$ cat src/rtl/llsc_monitor.sv
module llsc_monitor #(
  parameter int ADDR_W    = 40,
  parameter int GRAN_LOG2 = 4
) (
  input  logic              clk,
  input  logic              rst_n,
  input  logic              op_valid,
  input  logic [5:0]        op_code,
  input  logic [ADDR_W-1:0] op_addr,
  input  logic [63:0]       op_wdata,
  input  logic [63:0]       mem_rdata,
  input  logic              inval_en,
  input  logic [ADDR_W-1:0] inval_addr,
  output logic              mem_we,
  output logic [ADDR_W-1:0] mem_addr,
  output logic [7:0]        mem_be,
  output logic [63:0]       mem_wdata,
  output logic              wb_en,
  output logic [63:0]       wb_data
);
  localparam int BLK_W = ADDR_W - GRAN_LOG2;

  logic             lock_flag;
  logic [BLK_W-1:0] lock_blk;

  logic is_ll, is_sc, is_ld, is_st, is_unal, narrow;
  assign is_ll   = op_valid && (op_code == 6'h2A || op_code == 6'h2B);
  assign is_sc   = op_valid && (op_code == 6'h2E || op_code == 6'h2F);
  assign is_unal = op_valid && (op_code == 6'h0B || op_code == 6'h0F);
  assign is_ld   = is_ll || (op_valid && (op_code == 6'h28 || op_code == 6'h29 || op_code == 6'h0B));
  assign is_st   = op_valid && (op_code == 6'h2C || op_code == 6'h2D || op_code == 6'h0F);
  assign narrow  = ~op_code[0];

  logic [BLK_W-1:0] op_blk, inv_blk;
  assign op_blk  = op_addr[ADDR_W-1:GRAN_LOG2];
  assign inv_blk = inval_addr[ADDR_W-1:GRAN_LOG2];

  assign mem_we    = is_st || (is_sc && lock_flag);
  assign mem_addr  = is_unal ? {op_addr[ADDR_W-1:3], 3'b000} : op_addr;
  assign mem_be    = narrow ? 8'h0F : 8'hFF;
  assign mem_wdata = narrow ? {32'h0, op_wdata[31:0]} : op_wdata;

  assign wb_en = is_ld || is_sc;
  always_comb begin
    wb_data = '0;
    if (is_sc)
      wb_data = {63'h0, lock_flag};
    else if (is_ld)
      wb_data = narrow ? {{32{mem_rdata[31]}}, mem_rdata[31:0]} : mem_rdata;
  end

  always_ff @(posedge clk) begin
    if (!rst_n) begin
      lock_flag <= 1'b0;
      lock_blk  <= '0;
    end else if (is_ll) begin
      lock_flag <= 1'b1;
      lock_blk  <= op_blk;
    end else if (is_sc || (is_st && op_blk == lock_blk) ||
                 (inval_en && inv_blk == lock_blk)) begin
      lock_flag <= 1'b0;
    end
  end
endmodule

$ cat config.mk
export PLATFORM = sky130hd
export DESIGN_NAME = llsc_monitor
export DESIGN_NICKNAME = d
export VERILOG_FILES = /design/src/rtl/llsc_monitor.sv
export SDC_FILE = /design/constraint.sdc
export NUM_CORES = 1
export LEC_CHECK = 0
export BUFFER_PORTS_ARGS = -buffer_cell sky130_fd_sc_hd__buf_2
export CAP_MARGIN = 20
export CORE_AREA = 2 2 152 154
export CTS_BUF_LIST = sky130_fd_sc_hd__clkbuf_4 sky130_fd_sc_hd__clkbuf_8
export CTS_CLUSTER_SIZE = 14
export DETAILED_ROUTE_END_ITERATION = 12
export DIE_AREA = 0 0 154 156
export GPL_ROUTABILITY_DRIVEN = 1
export GPL_TIMING_DRIVEN = 0
export PLACE_DENSITY = 0.44
export SYNTH_ARGS = -nofsm -noshare
export SYNTH_HDL_FRONTEND = slang
export SYNTH_SLANG_ARGS = --single-unit
$ cat constraint.sdc
create_clock -name clk -period 1.3 [get_ports clk]
set_input_delay 0.13 -clock clk [delete_from_list [all_inputs] [get_ports clk]]
set_output_delay 0.13 -clock clk [all_outputs]
set_load 0.03 [all_outputs]
==> impl_metrics.ini, run 1 <==
[outcome]
status = complete, but fails checks
violations = negative setup slack

[floorplan]
start_util_pct = 17.1
chipWidth_um = 154
io_pins = 396
core_area_mm2 = 0.0224
rows = 55
die_area_mm2 = 0.0240
dieHeight_um = 156

[route]
ant_nets = 0
routed_wl_um = 19000
drt_iter0_drc = 205
first_pass_iters = 4
num_vias = 4557
wl_per_cell_um = 16.3
drc = 0
via_per_inst = 3.92

[pwr]
vdd_drop_max_uv = 423
power_density_mw_per_mm2 = 523
pwr-share-seq_pct = 30.9
switchingPower_mw = 1.41
clkPwrFrac_pct = 23.3
p_int_mw = 2.31
p_leak_nw = 3.40
p_sw_share_pct = 38.0
power_frac_comb_pct = 45.8

[synthesis]
synth_edf_count = 0
synthDistinctLibCells = 38
synth_cells = 499
ys_seq_area_share_pct = 19.4
ys_top_cells_by_area = dfxtp_1, buf_4, nand2_1, and2_1, xnor2_1
synth_warnings = 0
syn-cell-area_mm2 = 0.00381
synth-seq-cells = 37
yosysTopAreaCell = dfxtp_1
yosysTopAreaCellShare_pct = 19.4
syn_avg_cell_area_um2 = 7.64
ys.flop_type = dfxtp_1
synthArstFlopShare_pct = 0

[cts]
path_clk_slew_ns = 0.07
cts_tree = built
cts-buffers-inserted = 5
htreeDepth = 2
ctsRootBufferMaster = clkbuf_8
clockBufferDepth = 2
clk_latency_ns = 0.30
clkSinkCount = 37

[placed_design]
dpl-instance-area_mm2 = 0.00615
hpwl_um = 16200
gp_congestion = 0.735
io_buffer_count = 353

[final_layout]
layout_commonest_cell = buf_2
fin_nets = 1093
drive_gt1_share_pct = 65.1
final_cell_mix = buf_2, nand2_1, buf_4
synthToLayoutAreaGrowth_pct = 86.5
final_area_mm2 = 0.00711
fillers = 2407

[setup_path]
cpMostUsedCell = buf_6
endpoint_kind = primary output
critPathLaunch = op_code[4]
crit_fanout = 10
path_class = in -> out
worstPathCellList = buf_6, nand3b_4, or3_4, buf_12, a21oi_4, buf_6
cpMaxStageDelayCell = or3_4
cpPeakStageDelay_ns = 0.44
crit_arrival_ns = 1.33
required_ns = 1.17
crit_path_start_kind = input port
reg2reg_from = lock_blk[7]

[sta]
worstMarginPinSlew_ns = 0.509
rsz0062_at_grt = yes
max_freq_mhz = 685
maxSlewHeadroom_pct = 66.1
hold_viol = 0
min_period_over_period_pct = 112
final.setup.tns_ns = -5.41
fin_ws_ns = -0.160
worst_clock_skew_ns = 0.00605
drv_slew = 0
final-setup-viol-count = 66
worst_hold_slack_ns = 0.0937
layout_min_cycle_time_ns = 1.46

[global_routing]
grt_antenna_before_repair = 5
grt_overflow = 0
grt_pass1_wl_um = 26900
grt_pass1_vias = 4455
grt_max_degree = 11
grt_use_total_pct = 14.6

[job]
max_cap_viol_count = 0

[hold_path]
holdCritStartpoint = op_addr[29]
hp-class = in -> reg
==> repair_timing <==
item,4_1_cts,5_1_grt
gates resized for setup,203,23
gates cloned,3,1
endpoints found under the setup margin,99,106
pin swaps,46,10
setup buffers,6,5
hold buffers,0,0
==> worst max-delay path, delay by kind of cell <==
| kind | cells | cell delay [ns] |
|---|---|---|
| AND/OR/NAND/NOR | 2 | 0.62 |
| buffers and inverters | 3 | 0.44 |
| AO/OA/AOI/OAI | 1 | 0.13 |
==> kinds of logic (layout without fill, tap and decap cells) <==
group           count (synthesis)  after routing  synth area share, %
compound gates                 78             78                 16.7
xor+xnor                       72             72                 16.5
other cells                     1              5               0.0983
buf+inv                       106            480                 20.0
simple gates                  205            205                 27.3
flops                          37             37                 19.4
==> routing by layer <==
metal  vias up  wire length [µm]  track usage, %
li1       2284                 -               -
met1      2039              7560            17.0
met2       209              9800            27.3
met3        17              1460            4.14
met4         8                99            1.87
met5         -                55               0
==> synthesized netlist by cell type (2+ instances only) <==
cell type  count
nand2_1      106
nor2b_1        3
inv_1          2
a21boi_0       6
xnor2_1       37
nor4_1        10
xor2_1        35
nor2_1         2
a21oi_4        3
dfxtp_1       37
buf_12         3
nand4_1       12
and2_1        63
a21oi_1        4
clkbuf_1      13
buf_4         80
a21oi_2       27
buf_2          7
a21boi_1      30
==> power groups by stage <==
| stage | clock (mW) | combinational (mW) | sequential (mW) |
|---|---|---|---|
| final | 0.868 | 1.70 | 1.15 |
| after floorplan | 0 | 0.985 | 1.17 |
| after CTS | 0.911 | 1.71 | 1.15 |
| after detailed placement | 0 | 1.61 | 1.18 |
| after global routing | 0.944 | 1.81 | 1.15 |
| after global placement | 0 | 1.61 | 1.18 |
==> stage by stage <==
step	setup WS, ns	power (mW)	cells	util, %
3_5_place_dp	-0.504	2.78	1140	27.5
6_report	-0.160	3.72	1162	31.8
5_1_grt	-0.198	3.91	1161	31.8
3_3_place_gp	-0.509	2.78	1140	27.5
4_1_cts	-0.234	3.77	1157	31.2
2_1_floorplan	-0.144	2.16	502	-
==> path summary, 6_finish.rpt <==
kind                                      to  slack, ns  cells after the start
worst max-delay path             wb_data[34]      -0.16                      6
worst min-delay path            lock_blk[25]       0.09                      3
worst max register to register     lock_flag      -0.11                      4
worst min register to register   lock_blk[2]       0.48                      2
==> layout make-up <==
class | count | area, µm² | share of cell area, %
diodes | 1 | 2.50 | 0.0352
plain buffers | 103 | 800 | 11.2
clock buffers | 8 | 91.3 | 1.28
inverters | 2 | 7.51 | 0.106
multi-input cells | 359 | 2750 | 38.6
flip-flops and latches | 37 | 754 | 10.6
well taps | 285 | 357 | 5.01
repair buffers | 367 | 2360 | 33.1
==> registers in the layout, indices dropped and copies added, names as in the netlist <==
| register | count |
|---|---|
| lock_blk | 36 |
| lock_flag | 1 |
Note: power is estimated with default switching activity, not from simulation.
==> inputs of run 2 (changes only) <==
--- a/config.mk
+++ b/config.mk
@@ -15,6 +15,8 @@
 export GPL_ROUTABILITY_DRIVEN = 1
 export GPL_TIMING_DRIVEN = 0
 export PLACE_DENSITY = 0.44
+export RECOVER_POWER = 25
 export SYNTH_ARGS = -nofsm -noshare
 export SYNTH_HDL_FRONTEND = slang
 export SYNTH_SLANG_ARGS = --single-unit
+export TNS_END_PERCENT = 20
==> run 2 against run 1 <==
Effect of this change:
- the run still ends with negative setup slack left
- register-to-register slack lost 0.03 ns
- clock skew decreased by 0.0017 ns
- hold slack worse by 0.011 ns
- worst setup slack improved by 0.0097 ns
- sequential cell count is the same
==> impl_metrics.ini, run 2 (synthesis results as in run 1) <==
[placed_design]
placedCellCount = 1140
dpl-instance-area_mm2 = 0.00598
hpwl_um = 16800
dp_slack_ns = -0.520
gp_congestion = 0.810
io_buffer_count = 353

[cts]
clockBufferDepth = 2
clk_latency_ns = 0.30
cts_tree = built
htreeDepth = 2
hold_buffers = 0
cts-buffers-inserted = 5
clkSinkCount = 37
path_clk_slew_ns = 0.08
ctsRootBufferMaster = clkbuf_8

[sta]
max_freq_mhz = 690
worstMarginPinSlew_ns = 0.533
min_period_over_period_pct = 112
fin_ws_ns = -0.150
hold_viol = 0
drv_slew = 0
final.setup.tns_ns = -5.67
layout_min_cycle_time_ns = 1.45
rsz0062_at_grt = yes
maxSlewHeadroom_pct = 64.5
final-setup-viol-count = 66
worst_clock_skew_ns = 0.00437

[floorplan]
chipWidth_um = 154
die_area_mm2 = 0.0240
rows = 55
start_util_pct = 17.1
dieHeight_um = 156
io_pins = 396
core_area_mm2 = 0.0224

[setup_path]
crit_path_start_kind = input port
crit_arrival_ns = 1.32
reg2reg_from = lock_blk[9]
path_class = in -> out
endpoint_kind = primary output
required_ns = 1.17
crit_fanout = 10
critPathLaunch = op_code[4]

[hold_path]
holdCritStartpoint = op_addr[21]
hp-class = in -> reg

[pwr]
vdd_drop_max_uv = 400
power_density_mw_per_mm2 = 578
p_leak_nw = 3.28

[route]
first_pass_iters = 4
wl_per_cell_um = 17.0
num_vias = 4528
via_per_inst = 3.91
ant_nets = 0
drc = 0
drt_iter0_drc = 161
routed_wl_um = 19700

[global_routing]
grt_overflow = 0
grt_pass1_vias = 4501
grt_max_degree = 13
grt_antenna_before_repair = 4
grt_pass1_wl_um = 27700
grt_use_total_pct = 15.2

[final_layout]
final_cell_mix = buf_2, nand2_1, buf_4
drive_gt1_share_pct = 61.3
diodes = 0
final_area_mm2 = 0.00700
fillers = 2485
fin_util_pct = 31.3
stdcell_count = 1158
layout_commonest_cell = buf_2
largest_register_ffs = 36
top_regs = lock_blk x36, lock_flag x1
register_area_um2 = 762
fin_nets = 1090
synthToLayoutAreaGrowth_pct = 83.6
top_register = lock_blk
multiInputGateArea_mm2 = 0.00263

[outcome]
violations = negative setup slack
status = complete, but fails checks

[job]
max_cap_viol_count = 0
run 2: per-layer routing:
metal / up-vias / global-route usage [%] / wire length, µm
met5: - / 0 / 54
met4: 8 / 1.87 / 97
met3: 14 / 3.53 / 1310
met2: 180 / 28.7 / 10200
met1: 2052 / 18.0 / 8110
li1: 2274 / - / -
run 2: where the power goes:
group	internal (mW)	switching (mW)	total, mW
Combinational	0.703	0.972	1.68
Sequential	1.14	0.00972	1.15
Clock	0.763	0.465	1.23
Total	2.60	1.45	4.05
run 2: final cells by class:
cell class                 instances  share of cell area (%)
sequential                        37                    10.9
multi-input combinational        359                    37.6
inverter                           2                   0.107
buffer                           103                    11.6
tap                              285                    5.09
timing repair buffer             364                    32.8
clock inverter                     3                   0.929
clock buffer                       5                   0.983
run 2: critical path: stages:
cell and delay [ns]:
buf_6 0.09, nand3b_4 0.16, or3_4 0.48, buf_12 0.19, a21oi_2 0.12, buf_6 0.15
run 2: repair_timing:
item	in CTS	in global routing
endpoints found under the hold margin	0	0
resized for setup	210	33
gates cloned	4	0
buffers inserted	5	2
pin swaps	42	17
endpoints found under the setup margin	99	107
run 2: path summary, 6_finish.rpt:
path,end,slack [ns],depth (start not counted)
min reg2reg,lock_blk[19],0.48,2
max reg2reg,lock_flag,-0.14,4
max,wb_data[44],-0.15,6
min,lock_blk[17],0.08,3
run 2: stage by stage:
stage          hold WS (ns)  power, mW
2_1_floorplan         0.265       2.12
3_3_place_gp          0.403       2.75
3_5_place_dp          0.412       2.75
4_1_cts              0.0713       4.11
5_1_grt              0.0745       4.25
6_report             0.0830       4.05
==> inputs of run 3 (changes only) <==
==> constraint.sdc (replaced) <==
create_clock -name clk -period 1.3 [get_ports clk]
set_input_delay 0.13 -clock clk [delete_from_list [all_inputs] [get_ports clk]]
set_output_delay 0.13 -clock clk [all_outputs]
set_load 0.01 [all_outputs]
==> run 3 against run 2 <==
Effect of this change:
- the run still ends with negative setup slack left
- clock skew is essentially flat
- clock power down 18%
- routed wire length is 1.3% lower
- critical path type unchanged
- highest routed layer unchanged
==> impl_metrics.ini, run 3 (synthesis results as in run 1) <==
[route]
via_per_inst = 3.96
wl_per_cell_um = 16.8
first_pass_iters = 6
routed_wl_um = 19500
ant_nets = 0
drt_iter0_drc = 167
num_vias = 4591
drc = 0

[final_layout]
layout_commonest_cell = buf_2
top_regs = lock_blk x36, lock_flag x1
synthToLayoutAreaGrowth_pct = 74.4
final_area_mm2 = 0.00665
drive_gt1_share_pct = 58.2
largest_register_ffs = 36
top_register = lock_blk
fillers = 2489
final_cell_mix = buf_2, nand2_1, buf_4
diodes = 0
fin_nets = 1092

[global_routing]
grt_use_total_pct = 14.8
grt_pass1_wl_um = 27000
grt_max_degree = 12
grt_antenna_before_repair = 3
grt_overflow = 0
grt_pass1_vias = 4396

[placed_design]
hpwl_um = 16700
io_buffer_count = 353
dpl-instance-area_mm2 = 0.00595
gp_congestion = 0.786

[setup_path]
required_ns = 1.17
endpoint_kind = primary output
crit_fanout = 6
crit_path_start_kind = input port
crit_arrival_ns = 1.31
path_class = in -> out

[cts]
clkSinkCount = 37
hold_buffers = 0
cts_tree = built
clk_latency_ns = 0.30
cts-buffers-inserted = 5
clockBufferDepth = 2
htreeDepth = 2
ctsRootBufferMaster = clkbuf_8
path_clk_slew_ns = 0.08

[floorplan]
start_util_pct = 17.1
rows = 55
chipWidth_um = 154
dieHeight_um = 156
core_area_mm2 = 0.0224
io_pins = 396
die_area_mm2 = 0.0240

[job]
max_cap_viol_count = 0

[sta]
maxSlewHeadroom_pct = 66.6
final-setup-viol-count = 65
fin_ws_ns = -0.140
max_freq_mhz = 694
worst_clock_skew_ns = 0.00452
final.setup.tns_ns = -6.98
layout_min_cycle_time_ns = 1.44
worstMarginPinSlew_ns = 0.500
hold_viol = 0
drv_slew = 0
rsz0062_at_grt = yes
min_period_over_period_pct = 111
worst_hold_slack_ns = 0.0909

[pwr]
pwr-share-seq_pct = 33.0
p_sw_share_pct = 31.7
fin_total_pwr_mw = 3.49
switchingPower_mw = 1.10
vdd_drop_max_uv = 299
p_int_mw = 2.38
clkPwrFrac_pct = 29.1
power_density_mw_per_mm2 = 524
p_leak_nw = 3.24
power_frac_comb_pct = 37.9

[outcome]
status = complete, but fails checks
violations = negative setup slack

[hold_path]
hp-class = in -> reg
run 3: changes by cell type in the layout (fill, tap and decap cells not counted), moves of 6 or more:
cell	change
and2_1	+15
a21oi_2	+7
buf_8	-6
buf_2	+35
and2_4	-15
dfxtp_1	+10
dfxtp_2	-8
a21oi_4	-6
buf_6	-33
run 3: worst max-delay path: stages:
cell and delay, ns:
buf_6 0.09, nand3b_4 0.17, buf_6 0.14, nor3_4 0.28, buf_4 0.18, buf_6 0.10
and2_4 0.14, buf_6 0.09
run 3: path summary, 6_finish.rpt:
kind         slack, ns    startpoint           end  cells after the start
min reg2reg       0.48   lock_blk[7]   lock_blk[7]                      2
max reg2reg      -0.12  lock_blk[33]     lock_flag                      5
max              -0.14    op_code[4]    wb_data[4]                      8
min               0.09   op_addr[27]  lock_blk[23]                      3
run 3: layer usage:
| metal | vias to the layer above | part of all wire (%) | global-route usage (%) |
|---|---|---|---|
| met1 | 2074 | 41 | 17.4 |
| met5 | - | 0.19 | 0 |
| met4 | 6 | 2.0 | 3.87 |
| li1 | 2281 | - | - |
| met3 | 24 | 6.6 | 3.03 |
| met2 | 206 | 51 | 27.4 |
run 3: layout make-up:
cell class	instances	area (µm²)	area share, %
Tap cell	285	357	5.36
Inverter	2	7.51	0.113
Sequential cell	37	744	11.2
Clock buffer	5	68.8	1.03
Multi-Input combinational cell	359	2540	38.2
Clock inverter	2	35.0	0.527
Timing Repair Buffer	365	2090	31.4
Buffer	104	811	12.2
run 3: through the flow:
| stage | setup WS [ns] | cells | util [%] |
|---|---|---|---|
| after global routing | -0.235 | 1159 | 29.7 |
| after global placement | -0.473 | 1140 | 26.6 |
| after CTS | -0.185 | 1152 | 28.5 |
| after detailed placement | -0.457 | 1140 | 26.6 |
| after floorplan | 0.0614 | 502 | - |
| final | -0.140 | 1159 | 29.7 |
run 3: what timing repair did:
action,in CTS,in global routing
buffers inserted,3,4
pin swaps,11,23
setup endpoints to repair,89,127
cloned,2,3
hold endpoints to repair,0,0
gates resized for setup,67,57
run 3: power groups by stage:
stage / sequential, mW / combinational (mW) / clock [mW]
4_1_cts: 1.15 / 1.31 / 1.05
5_1_grt: 1.15 / 1.43 / 1.08
6_report: 1.15 / 1.32 / 1.01
3_3_place_gp: 1.18 / 1.25 / 0
2_1_floorplan: 1.17 / 0.615 / 0
3_5_place_dp: 1.18 / 1.25 / 0
